`src/rtl/mstat_pkg.sv`:
```
package mstat_pkg;

    localparam int SYM_W   = 2;
    localparam int STAT_W  = SYM_W + 3;
    localparam int POS_OVF = SYM_W + 2;
    localparam int POS_CRC = SYM_W + 1;
    localparam int POS_RDY = SYM_W;

    typedef struct packed {
        logic             ovf;
        logic             crc;
        logic             rdy;
        logic [SYM_W-1:0] sval;
    } stat_t;

    typedef enum logic [1:0] {
        ACT_HOLD = 2'd0,
        ACT_LOAD = 2'd1,
        ACT_CLR  = 2'd2
    } flag_act_e;

    // Priority: forced clear, then new data, then read-clear, then hold.
    function automatic flag_act_e pick_act(input logic clr, input logic load,
                                           input logic rd, input logic rd_clears);
        if (clr)                  return ACT_CLR;
        else if (load)            return ACT_LOAD;
        else if (rd && rd_clears) return ACT_CLR;
        else                      return ACT_HOLD;
    endfunction

endpackage

```
`src/rtl/mstat_mode_watch.sv`:
```
module mstat_mode_watch #(
    parameter int N_MODE = 2
) (
    input  logic              clk,
    input  logic              rst,
    input  logic [N_MODE-1:0] mode_i,
    output logic              chg_o
);
    logic [N_MODE-1:0] mode_q;

    // During reset the copy tracks the inputs, so leaving reset is not a change.
    always_ff @(posedge clk) begin
        mode_q <= mode_i;
    end

    assign chg_o = !rst && (mode_q != mode_i);
endmodule

```
`src/rtl/mstat_flag.sv`:
```
module mstat_flag
    import mstat_pkg::*;
#(
    parameter int   W         = 1,
    parameter logic RD_CLEARS = 1'b1
) (
    input  logic         clk,
    input  logic         rst,
    input  logic         clr_i,
    input  logic         load_i,
    input  logic [W-1:0] load_val_i,
    input  logic         rd_i,
    output logic [W-1:0] q_o
);
    flag_act_e   act;
    logic        rd_eff;
    logic [W-1:0] q;

    generate
        if (RD_CLEARS) begin : g_rdclr
            assign rd_eff = rd_i;
        end else begin : g_sticky
            assign rd_eff = 1'b0;
        end
    endgenerate

    always_comb act = pick_act(clr_i, load_i, rd_eff, RD_CLEARS);

    always_ff @(posedge clk) begin
        if (rst) begin
            q <= '0;
        end else begin
            unique case (act)
                ACT_CLR:  q <= '0;
                ACT_LOAD: q <= load_val_i;
                default:  q <= q;
            endcase
        end
    end

    assign q_o = q;
endmodule

```
`src/rtl/modem_status_irq.sv`:
```
module modem_status_irq
    import mstat_pkg::*;
#(
    parameter int SW = mstat_pkg::SYM_W
) (
    input  logic          clk,
    input  logic          rst,
    input  logic          ev_late_i,
    input  logic          ev_crc_done_i,
    input  logic          crc_fail_i,
    input  logic          ev_sym_i,
    input  logic [SW-1:0] sym_val_i,
    input  logic          rd_stb_i,
    input  logic          rst_task_i,
    input  logic          mode_tx_i,
    input  logic          mode_psave_i,
    output logic [SW+2:0] status_o,
    output logic          irq_o
);
    localparam int N_MODE = 2;

    logic  mode_chg;
    logic  clr_all;
    logic  rx_mode;
    stat_t st;

    mstat_mode_watch #(.N_MODE(N_MODE)) u_mode (
        .clk    (clk),
        .rst    (rst),
        .mode_i ({mode_psave_i, mode_tx_i}),
        .chg_o  (mode_chg)
    );

    assign clr_all = rst_task_i || mode_chg;
    assign rx_mode = !mode_tx_i;

    // Overflow: receive only, read-clear
    mstat_flag #(.W(1), .RD_CLEARS(1'b1)) u_ovf (
        .clk(clk), .rst(rst), .clr_i(clr_all),
        .load_i(ev_late_i && rx_mode), .load_val_i(1'b1),
        .rd_i(rd_stb_i), .q_o(st.ovf)
    );

    // CRC verdict: receive only, survives status reads
    mstat_flag #(.W(1), .RD_CLEARS(1'b0)) u_crc (
        .clk(clk), .rst(rst), .clr_i(clr_all),
        .load_i(ev_crc_done_i && rx_mode), .load_val_i(crc_fail_i),
        .rd_i(rd_stb_i), .q_o(st.crc)
    );

    // Symbol ready: either mode, read-clear
    mstat_flag #(.W(1), .RD_CLEARS(1'b1)) u_rdy (
        .clk(clk), .rst(rst), .clr_i(clr_all),
        .load_i(ev_sym_i), .load_val_i(1'b1),
        .rd_i(rd_stb_i), .q_o(st.rdy)
    );

    // Symbol value: receive only, held across reads
    mstat_flag #(.W(SW), .RD_CLEARS(1'b0)) u_sval (
        .clk(clk), .rst(rst), .clr_i(clr_all),
        .load_i(ev_sym_i && rx_mode), .load_val_i(sym_val_i),
        .rd_i(rd_stb_i), .q_o(st.sval)
    );

    assign status_o = st;
    assign irq_o    = st.ovf | st.rdy;
endmodule

```
`config.mk`:
```
export PLATFORM = sky130hd
export DESIGN_NAME = modem_status_irq
export DESIGN_NICKNAME = d
export VERILOG_FILES = /design/src/rtl/mstat_pkg.sv /design/src/rtl/mstat_mode_watch.sv /design/src/rtl/mstat_flag.sv /design/src/rtl/modem_status_irq.sv
export SDC_FILE = /design/constraint.sdc
export NUM_CORES = 1
export LEC_CHECK = 0
export BUFFER_PORTS_ARGS = -buffer_cell sky130_fd_sc_hd__buf_4
export CORE_AREA = 2 2 39 41
export CTS_BUF_LIST = sky130_fd_sc_hd__clkbuf_8
export CTS_CLUSTER_SIZE = 12
export DETAILED_ROUTE_END_ITERATION = 12
export DIE_AREA = 0 0 41 43
export PLACE_DENSITY = 0.48
export RECOVER_POWER = 50
export SLEW_MARGIN = 20
export SYNTH_ARGS = -nofsm -noshare
export SYNTH_HDL_FRONTEND = slang
export SYNTH_SLANG_ARGS = --single-unit
```
`constraint.sdc`:
```
create_clock -name clk -period 3.24 [get_ports clk]
set_clock_uncertainty 0.2 [all_clocks]
set_input_delay 0.648 -clock clk [delete_from_list [all_inputs] [get_ports clk]]
set_output_delay 0.648 -clock clk [all_outputs]
set_load 0.02 [all_outputs]
```
======== Yosys cells after proc, flatten, opt, wreduce, memory -nomap -nowiden ========
Cells that the tools add are included.
storage, ports and cells
  register bits after elaboration ......... 7
  bits of input ports ..................... 12
  output and inout bits ................... 6
  word-level logic and storage cells ...... 39
cells by class
  eq/ne operators ......................... 9
  muxes and demuxes ....................... 13
  bitwise operators ....................... 1
  reduce and logical (&&, ||, !) cells .... 11
operator list
  kind                                                             number
  2-bit 2-to-1 mux                                                 7
  2-bit by 1-bit == test with 1-bit output, second input constant  4
  2-bit == test, second input constant                             4
  2-bit nonzero test                                               4
  1-bit case mux with 2 select lines                               3
  1-bit logical AND                                                4
  2-bit case mux with 2 select lines                               1
  1-bit zero test                                                  2
  1-bit 2-to-1 mux                                                 2
  2-bit != test                                                    1
  1-bit logical OR                                                 1
  1-bit OR                                                         1

======== Longest topological paths before layout ========
Gate-level depths: netlist (run 1).
  depth after elaboration ................. 6
  gate-level depth with buffers ........... 6
  mapped depth without buffers ............ 6

======== Modules after synthesis ========
From an unflattened synthesis (run 1), not the netlist that was laid out.
unflattened totals
  cell total of the unflattened synthesis .. 28
  area, all modules ....................... 297.8 um^2
modules (own cells, without submodules)
  module                  times used  cells each  area each (um^2)
  mstat_flag (u_ovf ...)  2           4           45.0
  mstat_flag (u_sval)     1           6           70.1
  mstat_mode_watch        1           5           62.6
  mstat_flag (u_crc)      1           3           40.0
  modem_status_irq        1           6           35.0

======== Least setup slack after synthesis (run 1) ========
OpenSTA, ideal clock, no wires.
  path type ............................... input -> register
  start ................................... input port mode_psave_i
  end ..................................... register u_ovf.q, in the netlist u_ovf.q_o
  setup time .............................. 114 ps
  data arrival time ....................... 1595 ps
  required time ........................... 2926 ps
  slack ................................... 1331 ps
  cell stages on the path ................. 6
  buffers on the path ..................... 0
  path through ............................ xnor2_1 -> a21oi_2 -> a211oi_2 -> ha_1 -> mux2i_1 -> nor2_1
on the way
  cells in the longest elaborated chain, start to end .. 6
  elaborated cells between the ends (all ways) .. 8
ends and longest elaborated chain
  item                                                                              line                    text
  start: declaration                                                                modem_status_irq.sv:16  input logic mode_psave_i,
  2-bit != test *                                                                   mstat_mode_watch.sv:16  assign chg_o = !rst && (mode_q != mode_i);
  1-bit logical AND *                                                               mstat_mode_watch.sv:16
  1-bit logical OR *                                                                modem_status_irq.sv:34  assign clr_all = rst_task_i || mode_chg;
  2-bit 2-to-1 mux *                                                                mstat_pkg.sv:25         if (clr) return ACT_CLR;
  2-bit by 1-bit == test with 1-bit output / 2-bit == test (equally long branches)  mstat_flag.sv:33        unique case (act)
  1-bit case mux with 2 select lines / 2-bit nonzero test (equally long branches)   -
  end signal: assignment                                                            mstat_flag.sv:35        ACT_LOAD: q <= load_val_i;
  end signal: assignment                                                            mstat_flag.sv:36        default: q <= q;
  end: declaration                                                                  mstat_flag.sv:17        logic [W-1:0] q;
Every way passes the cells marked *; elsewhere a longest branch is shown, timed or not.
A chain may end at the register's enable or synchronous reset.

======== Worst setup path in the final report (run 1) ========
Same ends and word-level chain as after synthesis.

==> reports/metrics.csv, run 1 <==
stage,metric,value,unit
status,outcome,"finished, final reports clean",
clocking,clkLatencyLatePin,0.22,ns
layout,multi_input_area,201,µm²
floorplanning,ios,18,
logic_synthesis,seq_area_frac_synth,0.384,
floorplanning,core_box_area,1380,µm²
clocking,clk_pin_slew_worst_paths,0.04,ns
drt,drt_iter0_drc,0,
logic_synthesis,yosysWarningCount,0,
drt,post-route-drc-count,0,
logic_synthesis,syn-instance-count,36,
floorplanning,die_w,41,µm
timing,timing.final.hold_violations,0,
worst_setup_path,crit_fanout,4,
clocking,cts_max_level,1,
logic_synthesis,synth.top_cell.area_share,0.384,
floorplanning,placement_row_count,14,
power,vdd_drop_max,0.204,mV
clocking,clock_tree_from_tritoncts,built,
worst_hold_path,hold_path_depth,2,
layout,mostFrequentLayoutCells,"sky130_fd_sc_hd__buf_4 (14), sky130_fd_sc_hd__dfxtp_1 (7), sky130_fd_sc_hd__nor2_1 (6)",
clocking,clock_tree.buffer_depth,2,
timing,final_max_slew_viol_count,0,
clocking,post-cts-setup-buffer-count,0,
drt,first_pass_iters,1,
drt,ant_nets,0,
logic_synthesis,yosysTopAreaCell,sky130_fd_sc_hd__dfxtp_1,
layout,n_fill_cell,150,
global_routing,overall_fraction_of_global_route_tracks_in_use,0.0976,
drt,dr_total_vias,292,
timing,slew-limit-headroom,0.820,
worst_hold_path,holdCritPathClass,flip-flop to flip-flop,
global_routing,number_of_global_route_vias_before_repair,271,
layout,post_route_cells_drive_above_1_share,0.426,
floorplanning,initial_core_util,0.264,
timing,setup_total_negative_slack,0,ns
timing,max_freq,0.524,GHz
floorplanning,floorplan.die_area,1760,µm²
drt,avgRoutedWirePerCell,9.57,µm
layout,number_of_antenna_diodes,0,
clocking,post_cts_resized,0,
placed_design,place.gp.congestion,0.591,
logic_synthesis,synthTopCellsByArea,"sky130_fd_sc_hd__dfxtp_1 (38%), sky130_fd_sc_hd__mux2i_1 (14%), sky130_fd_sc_hd__ha_1 (6.8%), sky130_fd_sc_hd__buf_4 (6.2%), sky130_fd_sc_hd__nor2_1 (6.2%)",
global_routing,grt_pass1_wl,1.12,mm
logic_synthesis,synth_area_per_cell,10.1,µm²
logic_synthesis,synth.distinct_cells,15,
timing,rsz0062_at_grt,false,
worst_setup_path,cp_data_required_time,3.15,ns
global_routing,grt_start_max_net_pins,6,
global_routing,grt.overflow.total,0,
drt,vias_per_cell,4.17,
logic_synthesis,postSynthNetCount,50,
clocking,postCtsHoldBufs,0,
timing,final.period_utilization,0.590,
worst_setup_path,worst_setup_path_class,input pin to flip-flop,
timing,setup_viol,0,
power,power_leakage,0.238,nW
clocking,clock_root_buffer_master,sky130_fd_sc_hd__clkbuf_8,
drt,postRouteWirelength,670,µm
worst_setup_path,timing.critical_path.from_type,input pin,
timing,period_minus_slack,1.91,ns
layout,ff_latch_area,140,µm²
worst_setup_path,ff2ff_setup_slack,1.57,ns
power,power-per-cell-area,456,nW/µm²
worst_setup_path,worstPathArrival,1.82,ns
run,cap_viol_max_count,0,
layout,finish.net_count,69,
placed_design,numPortBuffers,17,
layout,area_growth_syn_to_layout,43.2,%
layout,most_common_cell_after_layout_fill_and_taps_aside,sky130_fd_sc_hd__buf_4,
logic_synthesis,synth_area,365,µm²
worst_setup_path,setup.worst_path.end_class,flip-flop,
floorplanning,die_h,43,µm
power,power.total,238,µW
clocking,cts_inserted_buffers,3,
clocking,cts.sink_count,7,
worst_setup_path,r2r.worst_path.cells,6,
global_routing,initial_antenna_violation_count,0,
timing,tightestPinTransition,0.267,ns
logic_synthesis,yosys_register_bits,7,
[layout make-up]
class                   instances  area share
multi-input cells              26       0.385
flip-flops and latches          7       0.268
repair buffers                 17       0.222
clock buffers                   3      0.0789
well taps                      16      0.0383
clock inverters                 1     0.00718
[critical path, cell delays in order]
cell and delay (ns):
sky130_fd_sc_hd__clkbuf_1 0.09, sky130_fd_sc_hd__xnor2_1 0.26, sky130_fd_sc_hd__a21oi_2 0.13, sky130_fd_sc_hd__nor3_1 0.21
sky130_fd_sc_hd__ha_1 0.27, sky130_fd_sc_hd__mux2i_1 0.16, sky130_fd_sc_hd__nor2_1 0.05
[cell families (layout without fill, tap and decap cells)]
family / after synthesis / after routing / share of synthesized area
flip-flops: 7 / 7 / 0.384
AND/OR/NAND/NOR: 15 / 15 / 0.243
AO/OA/AOI/OAI: 2 / 2 / 0.0582
adder cells (fa/ha/maj): 2 / 2 / 0.0685
buffers and inverters: 3 / 21 / 0.0616
XOR/XNOR: 2 / 2 / 0.0480
multiplexers: 5 / 5 / 0.137
[Yosys cell counts]
cell type	instances
sky130_fd_sc_hd__dfxtp_1	7
sky130_fd_sc_hd__nor2_1	6
sky130_fd_sc_hd__a211oi_2	1
sky130_fd_sc_hd__nor3_1	2
sky130_fd_sc_hd__xnor2_1	2
sky130_fd_sc_hd__nor2b_1	1
sky130_fd_sc_hd__mux2i_1	5
sky130_fd_sc_hd__and2b_2	2
sky130_fd_sc_hd__nor3b_2	1
sky130_fd_sc_hd__nand2b_2	1
sky130_fd_sc_hd__or2_2	1
sky130_fd_sc_hd__buf_4	3
sky130_fd_sc_hd__nand3_1	1
sky130_fd_sc_hd__ha_1	2
sky130_fd_sc_hd__a21oi_2	1
[routing by layer]
metal	share of wire	GRT usage	vias up
met5	0	0	-
met4	0	0.0800	0
met3	0.11	0.0419	0
met2	0.43	0.109	10
met1	0.45	0.136	128
li1	-	-	154
[per-stage QoR]
step | hold slack, ns | instances | setup WS (ns) | util | cell area (µm²)
global route | 0.311 | 70 | 1.16 | 0.378 | 523
finish | 0.286 | 70 | 1.33 | 0.378 | 523
floorplan | 0.262 | 36 | 1.33 | - | 365
CTS | 0.295 | 70 | 1.28 | 0.387 | 536
global placement | 0.280 | 66 | 1.09 | 0.354 | 490
detailed placement | 0.285 | 66 | 1.08 | 0.354 | 490
[final timing paths]
path	start	endpoint
hold / removal	u_sval.q_o[1]$_SDFFE_PP0P_	u_sval.q_o[1]$_SDFFE_PP0P_
setup / recovery	mode_psave_i	u_ovf.q_o$_SDFFE_PP0P_
hold reg to reg	u_sval.q_o[1]$_SDFFE_PP0P_	u_sval.q_o[1]$_SDFFE_PP0P_
setup reg to reg	u_mode.mode_q[1]$_DFF_P_	u_ovf.q_o$_SDFFE_PP0P_
[flip-flops by register name, indices dropped and copies added (netlist names)]
name and cells:
u_ovf.q_o 1, u_sval.q_o 2, u_mode.mode_q 2, u_rdy.q_o 1
u_crc.q_o 1
[report_power, final]
group / internal [mW] / switching [mW] / leakage (nW)
sequential: 0.0886 / 0.000877 / 0.0572
clock: 0.0816 / 0.0347 / 0.0269
combinational: 0.0184 / 0.0143 / 0.154
total: 0.189 / 0.0498 / 0.238
No activity file was read; power rests on OpenSTA's default activity.
==> inputs of run 2 (changes only) <==
--- a/config.mk
+++ b/config.mk
@@ -5,13 +5,14 @@
 export SDC_FILE = /design/constraint.sdc
 export NUM_CORES = 1
 export LEC_CHECK = 0
+export ABC_AREA = 1
 export BUFFER_PORTS_ARGS = -buffer_cell sky130_fd_sc_hd__buf_4
 export CORE_AREA = 2 2 39 41
 export CTS_BUF_LIST = sky130_fd_sc_hd__clkbuf_8
 export CTS_CLUSTER_SIZE = 12
 export DETAILED_ROUTE_END_ITERATION = 12
 export DIE_AREA = 0 0 41 43
-export PLACE_DENSITY = 0.48
+export PLACE_DENSITY = 0.49
 export RECOVER_POWER = 50
 export SLEW_MARGIN = 20
 export SYNTH_ARGS = -nofsm -noshare
==> constraint.sdc (replaced) <==
create_clock -name clk -period 1.81 [get_ports clk]
set_clock_uncertainty 0.2 [all_clocks]
set_input_delay 0.362 -clock clk [delete_from_list [all_inputs] [get_ports clk]]
set_output_delay 0.362 -clock clk [all_outputs]
set_load 0.02 [all_outputs]
==> reports/metrics.csv, run 2 <==
stage,metric,value,unit,change
status,outcome,"finished, final reports clean",,
timing,slew-limit-headroom,0.834,,+0.0131
worst_setup_path,worstPathArrival,1.49,ns,-0.33 ns
worst_setup_path,crit-reg2reg-capture,u_rdy.q_o$_SDFFE_PP0P_,,
global_routing,grt_util_met3,0.0471,,+0.00524
drt,dr_total_vias,364,,+25%
power,pwr-share-seq,0.359,,-0.016
global_routing,number_of_global_route_vias_before_repair,295,,+8.9%
global_routing,overall_fraction_of_global_route_tracks_in_use,0.100,,+0.00282
placed_design,numPortBuffers,17,,unchanged
drt,post-route-drc-count,0,,unchanged
clocking,cts_inserted_buffers,3,,unchanged
logic_synthesis,yosysTopAreaCell,sky130_fd_sc_hd__dfxtp_1,,
logic_synthesis,synthTopCellsByArea,"sky130_fd_sc_hd__dfxtp_1 (38%), sky130_fd_sc_hd__a21oi_1 (9.5%), sky130_fd_sc_hd__ha_1 (6.8%), sky130_fd_sc_hd__nand4_1 (6.8%), sky130_fd_sc_hd__buf_4 (6.1%)",,
floorplanning,ios,18,,unchanged
timing,final_max_slew_viol_count,0,,unchanged
logic_synthesis,postSynth.asyncResetShare,0,,unchanged
worst_setup_path,capture_point_of_the_worst_path,u_rdy.q_o$_SDFFE_PP0P_,,
drt,avgRoutedWirePerCell,8.50,µm,-11%
power,power-per-cell-area,866,nW/µm²,+90%
logic_synthesis,postSynthNetCount,62,,+24%
global_routing,grt.overflow.total,0,,unchanged
floorplanning,floorplan.die_area,1760,µm²,unchanged
power,switchingPower,114,µW,+130%
drt,ant_nets,0,,unchanged
placed_design,place.gp.congestion,0.633,,+7.1%
logic_synthesis,synth_flop_cell,sky130_fd_sc_hd__dfxtp_1,,
worst_setup_path,r2r.worst_path.cells,8,,+2
worst_setup_path,crit_fanout,5,,+1
floorplanning,die_w,41,µm,unchanged
timing,timing.final.hold_violations,0,,unchanged
clocking,post_cts_resized,0,,unchanged
power,internal_power,346,µW,+83%
drt,drt_iter0_drc,2,,+2
clocking,clkLatencyLatePin,0.22,ns,about the same
power,share_clk_of_total_power,0.467,,-0.021
timing,max_freq,0.634,GHz,
floorplanning,die_h,43,µm,unchanged
global_routing,globalRouteMet2Util,0.125,,+0.0156
run,cap_viol_max_count,0,,unchanged
worst_setup_path,timing.critical_path.from_type,flip-flop,,
floorplanning,initial_core_util,0.268,,+0.00362
power,sw_frac_of_total,0.248,,+0.0392
worst_setup_path,worst_r2r_startpoint,u_mode.mode_q[1]$_DFF_P_,,
layout,finish.net_count,83,,+20%
logic_synthesis,yosys_register_bits,7,,unchanged
clocking,clock_tree_from_tritoncts,built,,
clocking,clk_pin_slew_worst_paths,0.04,ns,about the same
logic_synthesis,seq_area_frac_synth,0.378,,-0.00518
placed_design,placedInstanceArea,510,µm²,+4.1%
layout,final_util,0.383,,+0.00542
global_routing,grt_start_max_net_pins,6,,unchanged
layout,final_area,531,µm²,+1.4%
drt,vias_per_cell,4.33,,+3.9%
clocking,clock_root_buffer_master,sky130_fd_sc_hd__clkbuf_8,,
worst_hold_path,holdCritPathClass,input pin to flip-flop,,
floorplanning,placement_row_count,14,,unchanged
timing,period_minus_slack,1.58,ns,
drt,first_pass_iters,2,,+1
timing,setup_viol,0,,unchanged
logic_synthesis,yosysWarningCount,0,,unchanged
layout,area_growth_syn_to_layout,43.2,%,about the same
layout,number_of_antenna_diodes,0,,unchanged
global_routing,globalRouteMet1Util,0.125,,-0.0105
logic_synthesis,synth.top_cells.by_count,"sky130_fd_sc_hd__a21oi_1 (7), sky130_fd_sc_hd__dfxtp_1 (7), sky130_fd_sc_hd__nand2_1 (6), sky130_fd_sc_hd__inv_1 (5)",,
worst_setup_path,worst_setup_path_class,flip-flop to flip-flop,,
timing,tightestPinTransition,0.251,ns,-0.0167 ns
logic_synthesis,synth.distinct_cells,14,,-1
global_routing,grt_pass1_wl,1.15,mm,+1.9%
floorplanning,core_box_area,1380,µm²,unchanged
logic_synthesis,synth_area,370,µm²,+1.4%
timing,final.period_utilization,0.871,,
clocking,cts_max_level,1,,unchanged
logic_synthesis,synth_edf_count,0,,unchanged
global_routing,initial_antenna_violation_count,0,,unchanged
power,combPwrFrac,0.174,,+0.037
layout,post_route_cells_drive_above_1_share,0.338,,-0.0877
logic_synthesis,synth_area_per_cell,7.72,µm²,-24%
layout,most_common_cell_after_layout_fill_and_taps_aside,sky130_fd_sc_hd__buf_4,,
worst_setup_path,cp_data_required_time,1.72,ns,-1.43 ns
timing,rsz0062_at_grt,false,,
worst_setup_path,setup.worst_path.end_class,flip-flop,,
clocking,cts.sink_count,7,,unchanged
layout,mostFrequentLayoutCells,"sky130_fd_sc_hd__buf_4 (14), sky130_fd_sc_hd__a21oi_1 (7), sky130_fd_sc_hd__dfxtp_1 (7)",,
worst_setup_path,timing.critical_path.from,u_mode.mode_q[1]$_DFF_P_,,
worst_setup_path,ff2ff_setup_slack,0.23,ns,-1.34 ns
logic_synthesis,syn-instance-count,48,,+33%
drt,postRouteWirelength,714,µm,+6.6%
clocking,postCtsHoldBufs,0,,unchanged
clocking,post-cts-setup-buffer-count,0,,unchanged
logic_synthesis,synth.top_cell.area_share,0.378,,-0.00518
clocking,clock_tree.buffer_depth,2,,unchanged
power,power_leakage,0.263,nW,+11%
placed_design,dp_hpwl,597,µm,
global_routing,grt-busiest-layer,met1,,
power,vdd_drop_max,0.413,mV,+100%
[run 2: cell count changes in the layout (fill, tap and decap cells not counted), sizes merged, moves of 2 or more]
cell    previous run  this run
clkbuf             6         8
nor2               6         4
nor3               2         0
a21oi              1         7
mux2i              5         0
inv                1         9
and2b              2         0
nand2              0         9
o21ai              0         2
nand4              0         4
[run 2: area by class of cell]
class                           instances  area [µm²]
Fill cell                             160         853
Multi-Input combinational cell         30         171
Sequential cell                         7         140
Timing Repair Buffer                   19         124
Clock buffer                            3        41.3
Inverter                                8        30.0
Tap cell                               16        20.0
Clock inverter                          1        3.75
[run 2: critical path, cell delays in order, from the launching register on]
cell and delay (ns):
sky130_fd_sc_hd__dfxtp_1 0.30, sky130_fd_sc_hd__xnor2_1 0.15, sky130_fd_sc_hd__nand2_2 0.09, sky130_fd_sc_hd__nand2_4 0.07
sky130_fd_sc_hd__nand2_2 0.07, sky130_fd_sc_hd__a21oi_1 0.12, sky130_fd_sc_hd__ha_1 0.25, sky130_fd_sc_hd__o21ai_0 0.15
sky130_fd_sc_hd__a21oi_1 0.06
[run 2: kinds of logic (layout without fill, tap and decap cells)]
| kind of cell | Yosys count | count (layout) | share of synthesized area |
|---|---|---|---|
| AND/OR/NAND/NOR | 18 | 18 | 0.267 |
| XOR/XNOR | 1 | 1 | 0.0237 |
| AO/OA/AOI/OAI | 9 | 9 | 0.122 |
| buffers and inverters | 11 | 31 | 0.142 |
| adder cells (fa/ha/maj) | 2 | 2 | 0.0676 |
| flip-flops | 7 | 7 | 0.378 |
[run 2: metal layers]
layer  vias up  share of wire
met5         -              0
met4         0          0.015
met2        12           0.44
met1       156           0.46
met3         2          0.077
li1        194              -
[run 2: metrics by stage]
stage / setup slack (ns) / TNS (ns) / hold slack (ns) / std cells / power (mW)
2_1_floorplan: 0.209 / 0 / 0.190 / 48 / 0.217
3_3_place_gp: -0.0103 / -0.0103 / 0.263 / 80 / 0.255
3_5_place_dp: 0.000728 / 0 / 0.269 / 80 / 0.255
4_1_cts: 0.199 / 0 / 0.0553 / 84 / 0.473
5_1_grt: 0.0993 / 0 / 0.0936 / 84 / 0.485
6_report: 0.233 / 0 / 0.0862 / 84 / 0.460
[run 2: worst min path at each step]
stage                                 startpoint                  endpoint  slack, ns  cells after the start
after global placement    u_rdy.q_o$_SDFFE_PP0P_    u_rdy.q_o$_SDFFE_PP0P_       0.26                      2
after detailed placement  u_ovf.q_o$_SDFFE_PP0P_    u_ovf.q_o$_SDFFE_PP0P_       0.27                      2
final                               mode_psave_i  u_mode.mode_q[1]$_DFF_P_       0.09                      1
after floorplan                        mode_tx_i  u_mode.mode_q[0]$_DFF_P_       0.19                      0
after global routing                mode_psave_i  u_mode.mode_q[1]$_DFF_P_       0.09                      1
after CTS                           mode_psave_i  u_mode.mode_q[1]$_DFF_P_       0.06                      1
[run 2: power by group through the flow]
stage / Combinational (mW) / Clock [mW] / Sequential (mW)
after floorplan: 0.0491 / 0 / 0.168
after global placement: 0.0870 / 0 / 0.168
after detailed placement: 0.0874 / 0 / 0.168
after CTS: 0.0879 / 0.220 / 0.165
after global routing: 0.0893 / 0.231 / 0.165
final: 0.0801 / 0.215 / 0.165
==> inputs of run 3 (changes only) <==
==> constraint.sdc (replaced) <==
create_clock -name clk -period 1.81 [get_ports clk]
set_clock_uncertainty 0.2 [all_clocks]
set_input_delay 0.2715 -clock clk [delete_from_list [all_inputs] [get_ports clk]]
set_output_delay 0.2715 -clock clk [all_outputs]
set_load 0.02 [all_outputs]
==> reports/metrics.csv, run 3 (synthesis results as in run 2) <==
stage,metric,value,unit,change
floorplanning,die_h,43,µm,unchanged
layout,area_growth_syn_to_layout,45.3,%,
global_routing,grt_pass1_wl,1.17,mm,+1.8%
layout,number_of_antenna_diodes,0,,unchanged
worst_hold_path,holdCritStartpoint,rst,,
worst_setup_path,worst_setup_path_class,flip-flop to flip-flop,,
worst_setup_path,worst_r2r_startpoint,u_mode.mode_q[1]$_DFF_P_,,
timing,setup_total_negative_slack,0,ns,unchanged
layout,n_fill_cell,160,,unchanged
drt,vias_per_cell,4.27,,-1.4%
drt,first_pass_iters,2,,unchanged
placed_design,place_ws,0.0384,ns,+0.0377 ns
worst_setup_path,timing.critical_path.cells,xnor2_1 -> nand2_2 -> nand2_4 -> nand2_2 -> a21oi_1 -> ha_1 -> o21ai_0 -> a21oi_1,,
power,power.total,467,µW,+1.5%
worst_setup_path,ff2ff_setup_slack,0.16,ns,-0.07 ns
clocking,cts_max_level,1,,unchanged
drt,ant_nets,0,,unchanged
worst_setup_path,worstPathArrival,1.57,ns,+0.08 ns
global_routing,grt_util_met3,0.0628,,+0.0157
timing,setup_viol,0,,unchanged
global_routing,grt_start_max_net_pins,6,,unchanged
worst_hold_path,min_delay_worst_endpoint,u_sval.q_o[0]$_SDFFE_PP0P_,,
global_routing,overall_fraction_of_global_route_tracks_in_use,0.109,,+0.00847
floorplanning,ios,18,,unchanged
timing,final_max_slew_viol_count,0,,unchanged
worst_setup_path,crit_fanout,5,,unchanged
clocking,clock_root_buffer_master,sky130_fd_sc_hd__clkbuf_8,,
worst_setup_path,cp_data_required_time,1.73,ns,about the same
global_routing,grt.overflow.total,0,,unchanged
clocking,clock_tree_from_tritoncts,built,,
worst_setup_path,cpPeakStageDelay,0.30,ns,about the same
worst_setup_path,timing.critical_path.from_type,flip-flop,,
global_routing,initial_antenna_violation_count,0,,unchanged
timing,final.period_utilization,0.912,,+0.0407
timing,tightestPinTransition,0.249,ns,-0.00204 ns
floorplanning,core_box_area,1380,µm²,unchanged
drt,postRouteWirelength,781,µm,+9.4%
power,power_leakage,0.258,nW,-1.9%
worst_setup_path,r2r.worst_path.cells,8,,unchanged
floorplanning,die_w,41,µm,unchanged
timing,rsz0062_at_grt,false,,
floorplanning,floorplan.die_area,1760,µm²,unchanged
layout,final_util,0.389,,+0.00543
placed_design,numPortBuffers,17,,unchanged
clocking,post_cts_resized,0,,unchanged
layout,finish.net_count,83,,unchanged
floorplanning,initial_core_util,0.268,,unchanged
power,vdd_drop_max,0.331,mV,-20%
run,cap_viol_max_count,0,,unchanged
power,power-per-cell-area,867,nW/µm²,+0.11%
timing,final.hold.worst_slack,0.0342,ns,-0.0520 ns
placed_design,dp_hpwl,611,µm,+2.3%
placed_design,place.gp.congestion,0.660,,+4.3%
clocking,clkLatencyLatePin,0.23,ns,about the same
global_routing,globalRouteMet2Util,0.119,,-0.00625
timing,max_freq,0.606,GHz,-4.5%
worst_setup_path,crit_path_top_delay_cell,sky130_fd_sc_hd__dfxtp_1,,
global_routing,globalRouteMet1Util,0.130,,+0.00489
clocking,cts_inserted_buffers,3,,unchanged
drt,avgRoutedWirePerCell,9.30,µm,+9.4%
layout,most_common_cell_after_layout_fill_and_taps_aside,sky130_fd_sc_hd__buf_4,,
global_routing,number_of_global_route_vias_before_repair,299,,+1.4%
timing,timing.final.hold_violations,0,,unchanged
drt,dr_total_vias,359,,-1.4%
layout,post_route_cells_drive_above_1_share,0.309,,-0.0294
timing,post_route_worst_setup_slack,0.159,ns,-0.0737 ns
drt,drt_iter0_drc,7,,+5
floorplanning,placement_row_count,14,,unchanged
worst_hold_path,holdCritPathClass,input pin to flip-flop,,
clocking,clk_pin_slew_worst_paths,0.04,ns,about the same
clocking,clock_tree.buffer_depth,2,,unchanged
clocking,cts.sink_count,7,,unchanged
worst_hold_path,hold_path_depth,2,,+1
timing,period_minus_slack,1.65,ns,+0.0737 ns
layout,mostFrequentLayoutCells,"sky130_fd_sc_hd__buf_4 (11), sky130_fd_sc_hd__a21oi_1 (7), sky130_fd_sc_hd__dfxtp_1 (7)",,
timing,slew-limit-headroom,0.835,,+0.00135
worst_setup_path,crit-reg2reg-capture,u_rdy.q_o$_SDFFE_PP0P_,,
global_routing,grt-busiest-layer,met1,,
status,outcome,"finished, final reports clean",,
worst_setup_path,setup.worst_path.end_class,flip-flop,,
drt,post-route-drc-count,0,,unchanged
-- run 3: how the worst max path moves through the flow --
stage	startpoint	endpoint	depth (start not counted)	slack (ns)
after global placement	mode_psave_i	u_rdy.q_o$_SDFFE_PP0P_	9	0.05
after floorplan	u_mode.mode_q[1]$_DFF_P_	u_ovf.q_o$_SDFFE_PP0P_	8	0.29
after detailed placement	mode_psave_i	u_rdy.q_o$_SDFFE_PP0P_	9	0.04
after global routing	u_mode.mode_q[1]$_DFF_P_	u_rdy.q_o$_SDFFE_PP0P_	8	0.03
final	u_mode.mode_q[1]$_DFF_P_	u_rdy.q_o$_SDFFE_PP0P_	8	0.16
after CTS	u_mode.mode_q[1]$_DFF_P_	u_rdy.q_o$_SDFFE_PP0P_	8	0.15
-- run 3: metal layers --
| metal | vias to the layer above | routed length, µm |
|---|---|---|
| met3 | 5 | 68 |
| met5 | - | 0 |
| met2 | 13 | 315 |
| met4 | 0 | 32 |
| met1 | 146 | 364 |
| li1 | 195 | - |
-- run 3: power breakdown --
part	internal, mW	total (mW)	switching, mW
Sequential	0.162	0.165	0.00293
Clock	0.147	0.221	0.0738
Combinational	0.0362	0.0808	0.0446
-- run 3: critical path, delay by kind of cell (launching register included) --
kind            cells  cell delay [ns]
simple gates        3             0.25
fa+ha+maj           1             0.26
flops               1             0.30
compound gates      3             0.36
xor+xnor            1             0.16
-- run 3: repair_timing --
item                      in CTS  in global routing
buffers inserted               0                  0
hold endpoints to repair       2                  0
hold buffers                   2                  0
-- run 3: stage by stage --
stage,area (µm²),cells
6_report,538,84
5_1_grt,538,84
4_1_cts,561,84
3_5_place_dp,495,78
3_3_place_gp,495,78
2_1_floorplan,370,48
-- run 3: final cells by class --
class,instances,area [µm²],share of cell area
Multi-Input combinational cell,30,178,0.330
Sequential cell,7,140,0.260
Timing Repair Buffer,19,125,0.233
Clock buffer,3,41.3,0.0767
Inverter,8,30.0,0.0558
Tap cell,16,20.0,0.0372
Clock inverter,1,3.75,0.00698
